$ cat config.mk
export PLATFORM = sky130hd
export DESIGN_NAME = dma_chan_ctrl
export DESIGN_NICKNAME = d
export VERILOG_FILES = /design/src/rtl/dma_cc_pkg.sv /design/src/rtl/dcc_chan_regs.sv /design/src/rtl/dcc_req_engine.sv /design/src/rtl/dma_chan_ctrl.sv
export SDC_FILE = /design/constraint.sdc
export NUM_CORES = 1
export LEC_CHECK = 0
export BUFFER_PORTS_ARGS = -buffer_cell sky130_fd_sc_hd__buf_2
export CAP_MARGIN = 20
export CORE_UTILIZATION = 48
export CTS_CLUSTER_DIAMETER = 40
export DETAILED_ROUTE_END_ITERATION = 6
export GPL_TIMING_DRIVEN = 1
export HOLD_SLACK_MARGIN = 0.02
export MAX_ROUTING_LAYER = met4
export PLACE_DENSITY = 0.66
export SLEW_MARGIN = 20
export SYNTH_ARGS = -nofsm -noshare
export SYNTH_HDL_FRONTEND = slang
export SYNTH_HIERARCHICAL = 1
export SYNTH_SLANG_ARGS = --single-unit
$ cat constraint.sdc
create_clock -name clk -period 18.35 [get_ports clk]
set_input_delay 3.67 -clock clk [delete_from_list [all_inputs] [get_ports clk]]
set_output_delay 3.67 -clock clk [all_outputs]
set_load 0.1 [all_outputs]
$ cat src/rtl/dma_cc_pkg.sv
package dma_cc_pkg;
  // mode register bit positions (decoded by the request engine)
  localparam int unsigned MODE_EN_BIT  = 0;
  localparam int unsigned MODE_M2D_BIT = 1;
  localparam int unsigned FLG_TC_BIT   = 8;
  localparam int unsigned FLG_MEM_BIT  = 9;
  localparam int unsigned FLG_ADR_BIT  = 10;

  // register map
  localparam logic [11:0] SRC_OFFSET = 12'h080;
  localparam logic [3:0]  CH_PAGE    = 4'h1;   // bus_addr[11:8] of channel windows
  localparam logic [1:0]  IDX_MODE   = 2'd1;
  localparam logic [1:0]  IDX_COUNT  = 2'd2;
  localparam logic [1:0]  IDX_ADDR   = 2'd3;

  typedef enum logic {ST_IDLE, ST_BUSY} eng_state_t;
endpackage

$ cat src/rtl/dcc_chan_regs.sv
module dcc_chan_regs
  import dma_cc_pkg::*;
#(
  parameter int unsigned DW = 32
) (
  input  logic          clk,
  input  logic          rst_ni,
  input  logic          wr_mode,
  input  logic          wr_count,
  input  logic          wr_addr,
  input  logic [DW-1:0] wdata,
  input  logic          eng_clr,
  input  logic          eng_err,
  input  logic          eng_done,
  input  logic [DW-1:0] eng_len,
  output logic [DW-1:0] mode_o,
  output logic [DW-1:0] count_o,
  output logic [DW-1:0] addr_o
);
  logic [DW-1:0] mode_q, mode_d, count_q, count_d, addr_q, addr_d;
  logic          mode_en, count_en, addr_en;

  // next state: bus write first, then the engine's update on top
  always_comb begin
    mode_d  = mode_q;
    count_d = count_q;
    addr_d  = addr_q;
    if (wr_mode)  mode_d  = wdata;
    if (wr_count) count_d = wdata;
    if (wr_addr)  addr_d  = wdata;
    if (eng_clr) begin
      mode_d[FLG_TC_BIT]  = 1'b0;
      mode_d[FLG_MEM_BIT] = 1'b0;
      mode_d[FLG_ADR_BIT] = 1'b0;
    end
    if (eng_err)  mode_d[FLG_MEM_BIT] = 1'b1;
    if (eng_done) begin
      mode_d[FLG_TC_BIT] = 1'b1;
      count_d            = count_q - eng_len;
    end
  end

  assign mode_en  = wr_mode | eng_clr | eng_err | eng_done;
  assign count_en = wr_count | eng_done;
  assign addr_en  = wr_addr;

  always_ff @(posedge clk or negedge rst_ni) begin
    if (!rst_ni) begin
      mode_q  <= '0;
      count_q <= '0;
      addr_q  <= '0;
    end else begin
      if (mode_en)  mode_q  <= mode_d;
      if (count_en) count_q <= count_d;
      if (addr_en)  addr_q  <= addr_d;
    end
  end

  assign mode_o  = mode_q;
  assign count_o = count_q;
  assign addr_o  = addr_q;


  flags_cleared_chk: assert property (@(posedge clk) disable iff (!rst_ni)
    (eng_clr && !eng_err) |=> (mode_o[FLG_ADR_BIT:FLG_TC_BIT] == 3'b000));

  count_drop_chk: assert property (@(posedge clk) disable iff (!rst_ni)
    (eng_done && !wr_count) |=> (count_o == $past(count_o) - $past(eng_len)));
endmodule

$ cat src/rtl/dcc_req_engine.sv
module dcc_req_engine
  import dma_cc_pkg::*;
#(
  parameter int unsigned NUM_CH = 4,
  parameter int unsigned DW     = 32,
  localparam int unsigned CH_W  = $clog2(NUM_CH)
) (
  input  logic                       clk,
  input  logic                       rst_ni,
  input  logic                       req_valid,
  input  logic [CH_W-1:0]            req_chan,
  input  logic                       req_to_dev,
  input  logic [DW-1:0]              req_len,
  input  logic [NUM_CH-1:0][DW-1:0]  mode_i,
  input  logic [NUM_CH-1:0][DW-1:0]  count_i,
  input  logic [NUM_CH-1:0][DW-1:0]  addr_i,
  input  logic                       mem_done,
  input  logic                       src_clr_we,
  input  logic [NUM_CH-1:0]          src_clr_mask,
  output logic                       req_ready,
  output logic                       mem_cmd_valid,
  output logic [DW-1:0]              mem_addr,
  output logic [DW-1:0]              mem_len,
  output logic                       mem_to_dev,
  output logic [NUM_CH-1:0]          clr_vec,
  output logic [NUM_CH-1:0]          err_vec,
  output logic [NUM_CH-1:0]          done_vec,
  output logic [DW-1:0]              done_len,
  output logic [NUM_CH-1:0]          src_o,
  output logic                       err_irq
);
  localparam logic [NUM_CH-1:0] ONE = {{(NUM_CH-1){1'b0}}, 1'b1};

  eng_state_t        state_q, state_d;
  logic [CH_W-1:0]   ch_q, ch_d;
  logic [DW-1:0]     len_q, len_d, adr_q, adr_d;
  logic              dir_q, dir_d;
  logic [NUM_CH-1:0] src_q, src_d;
  logic              accept, bad, finish, cmd_en;
  logic [DW-1:0]     sel_mode, sel_count, fit_len;
  logic [NUM_CH-1:0] req_oh;

  assign sel_mode  = mode_i[req_chan];
  assign sel_count = count_i[req_chan];
  assign accept    = req_valid && (state_q == ST_IDLE);
  assign bad       = !sel_mode[MODE_EN_BIT] || (sel_mode[MODE_M2D_BIT] != req_to_dev);
  assign fit_len   = (req_len > sel_count) ? sel_count : req_len;
  assign finish    = (state_q == ST_BUSY) && mem_done;
  assign req_oh    = ONE << req_chan;

  assign clr_vec  = accept ? req_oh : '0;
  assign err_vec  = (accept && bad) ? req_oh : '0;
  assign done_vec = finish ? (ONE << ch_q) : '0;
  assign done_len = len_q;

  always_comb begin
    state_d = state_q;
    ch_d    = ch_q;
    len_d   = len_q;
    adr_d   = adr_q;
    dir_d   = dir_q;
    if (accept && !bad) begin
      state_d = ST_BUSY;
      ch_d    = req_chan;
      len_d   = fit_len;
      adr_d   = addr_i[req_chan];
      dir_d   = req_to_dev;
    end else if (finish) begin
      state_d = ST_IDLE;
    end
    src_d = (src_q & ~(src_clr_we ? src_clr_mask : '0)) | err_vec;
  end

  assign cmd_en = accept && !bad;

  always_ff @(posedge clk or negedge rst_ni) begin
    if (!rst_ni) begin
      state_q <= ST_IDLE;
      ch_q    <= '0;
      len_q   <= '0;
      adr_q   <= '0;
      dir_q   <= 1'b0;
      src_q   <= '0;
    end else begin
      state_q <= state_d;
      src_q   <= src_d;
      if (cmd_en) begin
        ch_q  <= ch_d;
        len_q <= len_d;
        adr_q <= adr_d;
        dir_q <= dir_d;
      end
    end
  end

  assign req_ready     = (state_q == ST_IDLE);
  assign mem_cmd_valid = (state_q == ST_BUSY);
  assign mem_addr      = adr_q;
  assign mem_len       = len_q;
  assign mem_to_dev    = dir_q;
  assign src_o         = src_q;
  assign err_irq       = |src_q;


  good_req_cmd_chk: assert property (@(posedge clk) disable iff (!rst_ni)
    (accept && !bad) |=> (mem_cmd_valid && mem_to_dev == $past(req_to_dev)));

  len_clip_chk: assert property (@(posedge clk) disable iff (!rst_ni)
    (accept && !bad) |=> (mem_len <= $past(req_len) && mem_len <= $past(sel_count)));

  done_ready_chk: assert property (@(posedge clk) disable iff (!rst_ni)
    (mem_cmd_valid && mem_done) |=> req_ready);

  bad_req_irq_chk: assert property (@(posedge clk) disable iff (!rst_ni)
    (accept && bad) |=> (err_irq && !mem_cmd_valid));

  cmd_hold_chk: assert property (@(posedge clk) disable iff (!rst_ni)
    (mem_cmd_valid && !mem_done) |=> (mem_cmd_valid && !req_ready && $stable(mem_addr) && $stable(mem_len)));
endmodule

$ cat src/rtl/dma_chan_ctrl.sv
module dma_chan_ctrl
  import dma_cc_pkg::*;
#(
  parameter int unsigned NUM_CH = 4,
  parameter int unsigned DW     = 32,
  localparam int unsigned CH_W  = $clog2(NUM_CH)
) (
  input  logic            clk,
  input  logic            rst_n,
  input  logic [11:0]     bus_addr,
  input  logic            bus_wr,
  input  logic [DW-1:0]   bus_wdata,
  output logic [DW-1:0]   bus_rdata,
  input  logic            req_valid,
  output logic            req_ready,
  input  logic [CH_W-1:0] req_chan,
  input  logic            req_to_dev,
  input  logic [DW-1:0]   req_len,
  output logic            mem_cmd_valid,
  output logic [DW-1:0]   mem_addr,
  output logic [DW-1:0]   mem_len,
  output logic            mem_to_dev,
  input  logic            mem_done,
  output logic            err_irq
);
  logic [1:0] rst_pipe;
  logic       rst_ni;

  always_ff @(posedge clk or negedge rst_n) begin
    if (!rst_n) rst_pipe <= 2'b00;
    else        rst_pipe <= {rst_pipe[0], 1'b1};
  end
  assign rst_ni = rst_pipe[1];

  logic                      chan_hit, src_hit;
  logic [2:0]                win_idx;
  logic [1:0]                reg_idx;
  logic [NUM_CH-1:0][DW-1:0] mode_arr, count_arr, addr_arr;
  logic [NUM_CH-1:0]         clr_vec, err_vec, done_vec, src_vec;
  logic [DW-1:0]             done_len;

  assign chan_hit = (bus_addr[11:8] == CH_PAGE);
  assign src_hit  = (bus_addr[11:3] == SRC_OFFSET[11:3]);
  assign win_idx  = bus_addr[7:5];
  assign reg_idx  = bus_addr[4:3];

  for (genvar g = 0; g < NUM_CH; g++) begin : g_chan
    logic sel;
    assign sel = bus_wr && chan_hit && (win_idx == 3'(g));
    dcc_chan_regs #(.DW(DW)) u_regs (
      .clk      (clk),
      .rst_ni   (rst_ni),
      .wr_mode  (sel && reg_idx == IDX_MODE),
      .wr_count (sel && reg_idx == IDX_COUNT),
      .wr_addr  (sel && reg_idx == IDX_ADDR),
      .wdata    (bus_wdata),
      .eng_clr  (clr_vec[g]),
      .eng_err  (err_vec[g]),
      .eng_done (done_vec[g]),
      .eng_len  (done_len),
      .mode_o   (mode_arr[g]),
      .count_o  (count_arr[g]),
      .addr_o   (addr_arr[g])
    );
  end

  dcc_req_engine #(.NUM_CH(NUM_CH), .DW(DW)) u_eng (
    .clk           (clk),
    .rst_ni        (rst_ni),
    .req_valid     (req_valid),
    .req_chan      (req_chan),
    .req_to_dev    (req_to_dev),
    .req_len       (req_len),
    .mode_i        (mode_arr),
    .count_i       (count_arr),
    .addr_i        (addr_arr),
    .mem_done      (mem_done),
    .src_clr_we    (bus_wr && src_hit),
    .src_clr_mask  (bus_wdata[NUM_CH-1:0]),
    .req_ready     (req_ready),
    .mem_cmd_valid (mem_cmd_valid),
    .mem_addr      (mem_addr),
    .mem_len       (mem_len),
    .mem_to_dev    (mem_to_dev),
    .clr_vec       (clr_vec),
    .err_vec       (err_vec),
    .done_vec      (done_vec),
    .done_len      (done_len),
    .src_o         (src_vec),
    .err_irq       (err_irq)
  );

  always_comb begin
    bus_rdata = '0;
    if (src_hit) begin
      bus_rdata = DW'(src_vec);
    end else if (chan_hit && (int'(win_idx) < NUM_CH)) begin
      case (reg_idx)
        IDX_MODE:  bus_rdata = mode_arr[win_idx[CH_W-1:0]];
        IDX_COUNT: bus_rdata = count_arr[win_idx[CH_W-1:0]];
        IDX_ADDR:  bus_rdata = addr_arr[win_idx[CH_W-1:0]];
        default:   bus_rdata = '0;
      endcase
    end
  end


  irq_matches_src_chk: assert property (@(posedge clk) disable iff (!rst_ni)
    (err_vec != '0) |=> (err_irq && ((src_vec & $past(err_vec)) == $past(err_vec))));

  idle_done_ignored_chk: assert property (@(posedge clk) disable iff (!rst_ni)
    (req_ready && !req_valid && mem_done && !bus_wr) |=> ($stable(count_arr) && $stable(mode_arr)));
endmodule

* After elaboration in Yosys (flattened, before gate mapping)
Cells that the tools add are included.
Cells by class: add/subtract/negate cells 4, $mul 0, div/mod/pow operators 0, order comparisons 4, eq/ne operators 9, shifts and indexed selects 2, mux-type cells 46, bitwise operators 20, reduce and logical (&&, ||, !) cells 65
Operator list (number):
- $mux 32 | 16
- $bmux 32 s2 | 6
- $sub 32x32->32 | 4
- $pmux 32 s3 | 1
- $mux 11 | 4
- $reduce_and 2->1 | 20
- $gt 32x32->1 | 1
- $reduce_bool 3->1 | 8
- $logic_and 1x1->1 | 23
- $reduce_bool 2->1 | 9
- $mux 4 | 4
- $or 1x1->1 | 16
- $mux 3 | 4
- $mux 1 | 10
- $eq 9x5->1 const B | 1
- $shl 1x2->4 const A | 2
- $eq 3x2->1 const B | 2
- $lt 2x3->1 const B | 2
- $and 4x4->4 | 1
- $eq 2x2->1 const B | 2
- $eq 4x1->1 const B | 1
- $not 4->4 | 1
- $or 4x4->4 | 1
- $reduce_or 4->1 | 1
- 9 further kinds | 10
Storage, ports and cells: bits in registers 458, bits in latches 0, RAM bits 0, ROM bits 0, output and inout bits 100, word-level logic and storage cells 181, memories kept 0

* Longest topological paths before layout
Gate-level depths: netlist of the first run.
depth after elaboration 9, mapped depth 12

* Cells and area by module
Netlist of the first run, hierarchy kept.
By module, submodules not included:
- dcc_chan_regs at g_chan[0].u_regs ... | times used 2, cells an instance 562, area an instance 5690.5 µm², sequential area each 2402.3 µm²
- dcc_chan_regs at g_chan[3].u_regs | times used 1, cells an instance 604, area an instance 6053.3 µm², sequential area each 2402.3 µm²
- dcc_req_engine | times used 1, cells an instance 598, area an instance 5908.2 µm², sequential area each 1801.7 µm²
- dcc_chan_regs at g_chan[2].u_regs | times used 1, cells an instance 559, area an instance 5753.0 µm², sequential area each 2402.3 µm²
- dma_chan_ctrl | times used 1, cells an instance 267, area an instance 3278.1 µm², sequential area each 50.0 µm²

* Least setup slack after synthesis of the first run
Ideal clock, no wire load.
path kind input port to output port, from input bus_addr[4], to output bus_rdata[29], arrival 5.974 ns, path slack 8.706 ns, stages on the path 5, path buffers 2, cells stage by stage buf_2 -> and2b_1 -> nand3_1 -> clkbuf_1 -> o22ai_1
Between the ends: cells in the longest elaborated chain, start to end 4, elaborated cells on any way between the ends 7, those cells by class eq/ne: 4; mux: 3
Ends and longest elaborated chain:
- start, declared | RTL line dma_chan_ctrl.sv:10 | input logic [11:0] bus_addr,
- $eq 2x2->1 / $eq 2x1->1 (equally long branches) | RTL line dma_chan_ctrl.sv:98 | case (reg_idx)
- $pmux 32 s3 | RTL line dma_chan_ctrl.sv:98
- $mux 32 | RTL line dma_chan_ctrl.sv:97 | end else if (chan_hit && (int'(win_idx) < NUM_CH)) begin
- $mux 32 (*) | RTL line dma_chan_ctrl.sv:95 | if (src_hit) begin
- end, declared | RTL line dma_chan_ctrl.sv:13 | output logic [DW-1:0] bus_rdata,
Mark *: on every way between the ends. The rest lies on a longest branch, timed or not.

* Worst setup path in the final report of the first run
from input bus_addr[6], to output bus_rdata[29]
Between the ends: cells in the longest elaborated chain, start to end 5, elaborated cells on any way between the ends 12, those cells by class order compare: 1; eq/ne: 1; mux: 9; reduce/logical: 1
Ends and longest elaborated chain (RTL line):
- $bmux 32 s2, on equally long branches | dma_chan_ctrl.sv:101, dma_chan_ctrl.sv:99, dma_chan_ctrl.sv:100
- $mux 32, on equally long branches | dma_chan_ctrl.sv:101, dma_chan_ctrl.sv:99, dma_chan_ctrl.sv:100
- $pmux 32 s3 | dma_chan_ctrl.sv:98
- $mux 32 | dma_chan_ctrl.sv:97
- $mux 32 (*) | dma_chan_ctrl.sv:95
Mark *: on every way between the ends. The rest lies on a longest branch, timed or not. The select of a mux whose other input is x is not followed.

==> Flow_metrics.wiki, run 1 <==
{| class="wikitable"
! Metric !! Value
|-
| Drc violations || 0
|-
| Bufs on Longest Clock Path || 3
|-
| Number of maximum-capacitance violations || 0
|-
| Number of max-slew violations in the final report || 0
|-
| Die span in x || 262 um
|-
| Clock Pin Slew Worst Setup and Hold Paths || roughly 40 ps
|-
| Fmax || about 94 MHz
|-
| IO Count || roughly 180
|-
| Clock latency reported for the late side of the worst-skew pair || approximately 650 ps
|-
| Synth Flop Type || dfrtp_1
|-
| Synth Net Count || 3,396
|-
| Number of antenna-violating nets in the routed design || 0
|-
| Layer carrying the most global-route usage || met2
|-
| Iteration count of the initial detailed-routing pass || 6
|-
| Count of cell types in the netlist || 96
|-
| DP Cell Count || around 4,000
|-
| Cell types occupying the most area after synthesis || dfrtp_1, mux4_2, mux2_2, ha_1, mux2i_1
|-
| Clock power share || 39.9%
|-
| Initial antenna violation count || 6
|-
| Pleak || 0.0167 uW
|-
| Total power || 3990 uW
|-
| Layout Area Growth over Synthesis || 13.2%
|-
| Worst slack on hold paths || around 350 ps
|-
| Synth Instances || between 3,000 and 4,000
|-
| Count of synthesis-stage warnings from yosys || 6
|-
| Synth Register Bits || between 400 and 500
|-
| Worst slew margin || around 16%
|-
| Final worst path period share || 57.8%
|-
| Relative contribution of combinational cells to total power || between 30% and 40%
|-
| Switching share of total power || between 30% and 40%
|-
| Share of the synthesized area in the top cell type || 35.4%
|-
| Min-delay src || rst_pipe[0]$_DFF_PN0_
|-
| I/O Buffers || 180
|-
| Detailed-route via count || between 20,000 and 30,000
|-
| Category of the most critical setup path || in -> out
|-
| GR Util met3 || about 5.4%
|-
| Pin count of the biggest net entering global routing || about 190
|-
| Clock Tree Root || clkbuf_16
|-
| Number of standard-cell rows in the floorplan || 94
|-
| Final number of hold-violating endpoints || 0
|-
| Outcome || completed
|-
| Final RePlAce weighted congestion || about 1
|-
| Setup bufs post-CTS || 0
|-
| Setup crit start || bus_addr[6]
|-
| Highest fanout seen on the critical path || between 50 and 60
|-
| Final-stage net count || between 3,000 and 4,000
|-
| Synthesized area per cell || around 10 um2
|-
| 1st-iter DRT viols || about 2,700
|-
| Maximum vdd drop || about 0.072 mV
|-
| Total overflow reported by the global router || 0
|-
| Proportion of layout cells with a drive suffix above 1 || 25.6%
|-
| Worst endpoint data arrival time || roughly 7000 ps
|-
| Reg power frac || between 20% and 30%
|-
| Sequential area share after synthesis || a little over a third
|-
| Fraction of met1 tracks used by global routing || between 40% and 50%
|-
| DIE AREA || around 70,000 um2
|-
| Final HPWL from detailed placement || between 70 and 80 mm
|-
| Overall routed net length || roughly 110 mm
|-
| Worst path required time || 14,680 ps
|-
| Unrepaired setup endpoints after global routing || false
|-
| Power Dens Cells || roughly 110 nW/um2
|-
| Shortest period the worst path allows || approximately 11,000 ps
|-
| Post-Syn Area || ~32,000 um2
|-
| Via count of the first global-routing pass || 26,200
|-
| Critical path capture point type || output pin
|-
| Final total negative setup slack || 0 ps
|-
| Startpoint of the worst-slack reg-to-reg timing path || g_chan[3].u_regs/count_o[19]$_DFFE_PN0P_
|-
| Detail-routed net length per standard cell || 25.7 um
|-
| Met2 track demand over resource || just under 50%
|-
| Clock tree from TritonCTS || yes
|-
| Cell type contributing the most total cell area after synthesis || dfrtp_1
|-
| Worst setup path end || bus_rdata[29]
|-
| Floorplan die height || 262 um
|-
| H-tree lvl count || 3
|-
| TritonCTS Buffers || 85
|-
| Cell Count, Final, Fillers Out || roughly 4,200
|-
| Final setup violation count || 0
|-
| Setup slack on the worst flop-to-flop path || ~14,000 ps
|-
| Most used standard cell by instance count after synthesis || dfrtp_1
|-
| FFs w/ async S/R, synth || between 90% and 100%
|-
| Cell-internal power || between 2000 and 3000 uW
|-
| Number of flops mapped to enable cells by yosys || 0
|-
| GRT Util Overall || around 32%
|-
| Post-CTS Resized || 0
|-
| Hold-fix buffer count after cts || 0
|-
| Total net switching power || ~1400 uW
|-
| Number of instances on the worst hold path || 0
|-
| Least-Margin Pin Slew || around 1300 ps
|-
| Filler instances || 5,656
|-
| Commonest cells post-synth || dfrtp_1, nand2_1, mux2_2
|-
| Core Region || between 60,000 and 70,000 um2
|-
| Post-layout utilization of the core || a little under three fifths
|-
| Number of cells on the worst reg-to-reg path || 10
|-
| Clock Skews || 43.1 ps
|-
| Hold/Removal Path Class || reg -> reg
|-
| # clock sinks || roughly 460
|-
| Initial Util || about half
|-
| Sort of element at the start of the critical path || primary input
|-
| Detail-routed via count per cell || between 6 and 7
|-
| First-pass GRT wire length || 162 mm
|-
| Capture point of the worst reg-to-reg path || u_eng/done_len[27]$_DFFE_PN0P_
|}
critical path: stages:
cell and delay (ps):
buf_4 540, buf_4 800, clkinv_1 710, mux2i_1 270, o22ai_1 320, buf_2 540
metal layers:
metal	up-vias	wire, um
met2	1374	49000
met3	304	8270
li1	11800	-
met5	-	0
met1	13300	43500
met4	0	6420
state kept, by name (all words and copies together) (netlist names):
name	count
rst_pipe	2
u_eng/mem_addr	32
u_eng/ch_q	2
u_eng/mem_to_dev	1
u_eng/mem_cmd_valid	1
g_chan.u_regs/mode_o	128
u_eng/src_o	4
g_chan.u_regs/count_o	128
u_eng/done_len	32
g_chan.u_regs/addr_o	128
cells by family (layout without fill, tap and decap cells):
logic type      Yosys count  count (layout)  synth area share, %
flops                   458             458                 35.4
compound gates          687             687                 14.2
other cells               1               7               0.0116
xor+xnor                 92              92                 2.49
simple gates            753             753                 11.2
fa+ha+maj               160             160                 6.28
mux                     553             553                 24.3
buf+inv                 448             599                 6.12
worst min path at each step:
stage,endpoint,slack (ps)
global route,rst_pipe[1]$_DFF_PN0_,360
detailed placement,rst_pipe[1]$_DFF_PN0_,340
global placement,rst_pipe[1]$_DFF_PN0_,330
floorplan,rst_pipe[1]$_DFF_PN0_,330
finish,rst_pipe[1]$_DFF_PN0_,350
CTS,rst_pipe[1]$_DFF_PN0_,350
layout make-up:
| cell class | instances | area (um2) | share of cell area, % |
|---|---|---|---|
| clock buffer | 102 | 2270 | 6.20 |
| multi-input combinational | 2246 | 19100 | 52.1 |
| timing repair buffer | 218 | 1220 | 3.34 |
| sequential | 458 | 11500 | 31.3 |
| inverter | 228 | 856 | 2.34 |
| antenna | 6 | 15.0 | 0.0410 |
| tap | 864 | 1080 | 2.95 |
| clock inverter | 51 | 651 | 1.78 |
layout by cell type (no fill, tap or decap), types with 105 or more instances in the layout:
| master | synthesis | routed |
|---|---|---|
| mux2i_1 | 137 | 137 |
| mux2_2 | 254 | 254 |
| nand2_1 | 315 | 315 |
| dfrtp_1 | 458 | 457 |
| nor2_1 | 110 | 105 |
| inv_1 | 225 | 225 |
| a21oi_1 | 182 | 182 |
| mux4_2 | 162 | 162 |
| o21ai_0 | 119 | 119 |
| ha_1 | 156 | 156 |
| buf_2 | 40 | 176 |
per-stage QoR:
| stage | worst slack (ps) | cell area [um2] |
|---|---|---|
| 5_1_grt | 7700 | 36600 |
| 2_1_floorplan | 4640 | 32400 |
| 6_report | 7750 | 36600 |
| 4_1_cts | 7830 | 36600 |
| 3_5_place_dp | 7900 | 33700 |
| 3_3_place_gp | 7970 | 33700 |
power by group through the flow:
stage | combinational [uW] | sequential (uW) | clock (uW)
after global routing | 1370 | 1130 | 1660
final | 1270 | 1130 | 1590
after global placement | 1210 | 1140 | 0
after floorplan | 931 | 1130 | 0
after CTS | 1240 | 1130 | 1610
after detailed placement | 1230 | 1140 | 0
Note: power is estimated with default switching activity, not from simulation.
==> run 2: changes to the inputs <==
- PLACE_DENSITY: 0.66 -> 0.69
- clock period: 18.35 -> 8.8 ns (I/O delays scaled with it)
==> run 2 against run 1 <==
Effect of this change: design area is 0.32% higher; register-to-register slack worse by 9200 ps; first-iteration DRC count is 16% lower; count of clock-buffer cells in the layout is 2 higher; flip-flop and latch count stayed put; sequential power is 110% higher.
==> Flow_metrics.wiki, run 2 (same netlist as run 1, synthesis figures left out) <==
{| class="wikitable"
! Metric !! Value
|-
| Outcome || completed
|-
| I/O Buffers || 180 (unchanged)
|-
| Most common cell after layout, fill and taps aside || dfrtp_1
|-
| Proportion of layout cells with a drive suffix above 1 || 25.6% (about the same)
|-
| Via count of the first global-routing pass || 25,800 (-1.5%)
|-
| Pre-CTS WS || 2720 ps (-5180 ps)
|-
| Cell Count, Final, Fillers Out || 4,170 (-0.072%)
|-
| Layout Area Growth over Synthesis || 13.5%
|-
| Pleak || 0.0168 uW (+0.41%)
|-
| 1st-iter DRT viols || 2,300 (-16%)
|-
| Met3 wirelength from detailed routing || 6.30 mm (-24%)
|-
| Number of antenna-violating nets in the routed design || 0 (unchanged)
|-
| Setup crit start || bus_addr[6]
|-
| H-tree lvl count || 3 (unchanged)
|-
| Setup bufs post-CTS || 0 (unchanged)
|-
| Filler instances || 5,763 (+1.9%)
|-
| GRT Util Overall || 31.2% (-1.2 points)
|-
| Hold/Removal Path Class || reg -> reg
|-
| Final total negative setup slack || 0 ps (unchanged)
|-
| Final number of hold-violating endpoints || 0 (unchanged)
|-
| Die span in x || 262 um (unchanged)
|-
| Bufs on Longest Clock Path || 3 (unchanged)
|-
| Clock Skews || 56.1 ps (+13.0 ps)
|-
| Highest fanout seen on the critical path || 46 (-18%)
|-
| Unrepaired setup endpoints after global routing || false
|-
| DP Cell Count || 4,015 (+0.025%)
|-
| # clock sinks || 458 (unchanged)
|-
| TritonCTS Buffers || 84 (-1.2%)
|-
| Worst endpoint data arrival time || 4290 ps (-2640 ps)
|-
| Sort of element at the start of the critical path || primary input
|-
| Detail-routed net length per standard cell || 24.6 um (-4.3%)
|-
| Floorplan die height || 262 um (unchanged)
|-
| Power Dens Cells || 229 nW/um2 (+110%)
|-
| Clock Pin Slew Worst Setup and Hold Paths || 50 ps (about the same)
|-
| Total power || 8430 uW (+110%)
|-
| Detailed-route via count || 26,100 (-2.3%)
|-
| Number of standard-cell rows in the floorplan || 94 (unchanged)
|-
| Core Region || 66,200 um2 (unchanged)
|-
| Final-stage net count || 3,482 (+0.029%)
|-
| Detail-routed via count per cell || 6.27 (-2.2%)
|-
| Post-layout worst setup margin || 2750 ps (-5000 ps)
|-
| Initial antenna violation count || 2 (-4)
|-
| Final HPWL from detailed placement || 72.3 mm (-5.9%)
|-
| Number of maximum-capacitance violations || 0 (unchanged)
|-
| First-pass GRT wire length || 157 mm (-2.9%)
|-
| Post-layout utilization of the core || 55.5% (+0.18 points)
|-
| DIE AREA || 68,500 um2 (unchanged)
|-
| Post-CTS Resized || 0 (unchanged)
|-
| Hold-fix buffer count after cts || 0 (unchanged)
|-
| Category of the most critical setup path || in -> out
|-
| Highest metal layer with signal wires || met4
|-
| Shortest period the worst path allows || ~6100 ps
|-
| Iteration count of the initial detailed-routing pass || 6 (unchanged)
|-
| Overall routed net length || 103 mm (-4.3%)
|-
| Min-delay src || rst_pipe[0]$_DFF_PN0_
|-
| Least-Margin Pin Slew || 1100 ps (-155 ps)
|-
| Drc violations || 0 (unchanged)
|-
| Final setup violation count || 0 (unchanged)
|-
| Met2 layer wire length in the routed design || 48.2 mm (-1.5%)
|-
| Met1 wire length || 43.1 mm (-0.88%)
|-
| Number of max-slew violations in the final report || 0 (unchanged)
|-
| Initial Util || 48.9% (unchanged)
|-
| IO Count || 184 (unchanged)
|-
| Worst path required time || 7040 ps (-7640 ps)
|-
| Maximum vdd drop || 0.153 mV (+110%)
|-
| Startpoint of the worst-slack reg-to-reg timing path || g_chan[3].u_regs/count_o[31]$_DFFE_PN0P_
|-
| Fmax || roughly 170 MHz
|-
| Worst slew margin || 26.6% (+10 points)
|-
| Highest-count cells in the layout ignoring fill and taps || dfrtp_1, nand2_1, mux2_2
|-
| Final worst path period share || ~70%
|-
| Clock tree from TritonCTS || yes
|-
| Clock Tree Root || clkbuf_16
|-
| Pin count of the biggest net entering global routing || 174 (-6.5%)
|-
| Critical path capture point type || output pin
|-
| Total overflow reported by the global router || 0 (unchanged)
|-
| Final RePlAce weighted congestion || 0.967 (-4.3%)
|-
| Count of inserted antenna diode cells || 0 (-6)
|-
| Clock latency reported for the late side of the worst-skew pair || 650 ps (about the same)
|}
run 2: changes by cell type in the layout (fill, tap and decap cells not counted), moves of 2 or more:
cell,delta
nor3_2,-2
diode_2,-6
clkinv_2,-5
nor3_4,+2
bufinv_16,+3
clkbuf_1,+2
run 2: area by class of cell:
cell class              count  area [um2]  area share [%]
repair buffers            220        1260            3.43
multi-input cells        2246       19100            51.9
well taps                 864        1080            2.94
flip-flops and latches    458       11500            31.2
inverters                 228         856            2.33
clock inverters            50         731            1.99
clock buffers             104        2280            6.20
run 2: per-stage QoR:
stage,area (um2),hold slack [ps]
2_1_floorplan,32400,331
3_3_place_gp,33700,335
3_5_place_dp,33700,338
4_1_cts,36700,357
5_1_grt,36800,371
6_report,36800,355
run 2: where the power goes:
group / internal (uW) / total [uW] / switching (uW)
logic: 1030 / 2650 / 1630
clock network: 2220 / 3440 / 1220
registers: 2210 / 2340 / 129
total: 5460 / 8430 / 2970
run 2: critical path, stage by stage:
cell and delay (ps):
buf_4 560, buf_4 620, mux4_2 390, inv_1 60, o22ai_1 350, buf_2 510
run 2: path summary, 6_finish.rpt:
| path | slack [ps] | cells past startpoint | endpoint |
|---|---|---|---|
| min | 350 | 0 | rst_pipe[1]$_DFF_PN0_ |
| max in group asynchronous | 6800 | 1 | g_chan[0].u_regs/count_o[19]$_DFFE_PN0P_ |
| max reg2reg | 4930 | 9 | u_eng/done_len[18]$_DFFE_PN0P_ |
| min in group asynchronous | 420 | 0 | g_chan[0].u_regs/addr_o[2]$_DFFE_PN0P_ |
| min reg2reg | 350 | 0 | rst_pipe[1]$_DFF_PN0_ |
| max | 2750 | 6 | bus_rdata[10] |
run 2: layer usage:
metal / global-route usage [%] / vias up
met5: - / -
met4: 14.5 / 0
met3: 4.54 / 228
met2: 48.6 / 1015
met1: 40.2 / 13100
li1: - / 11800
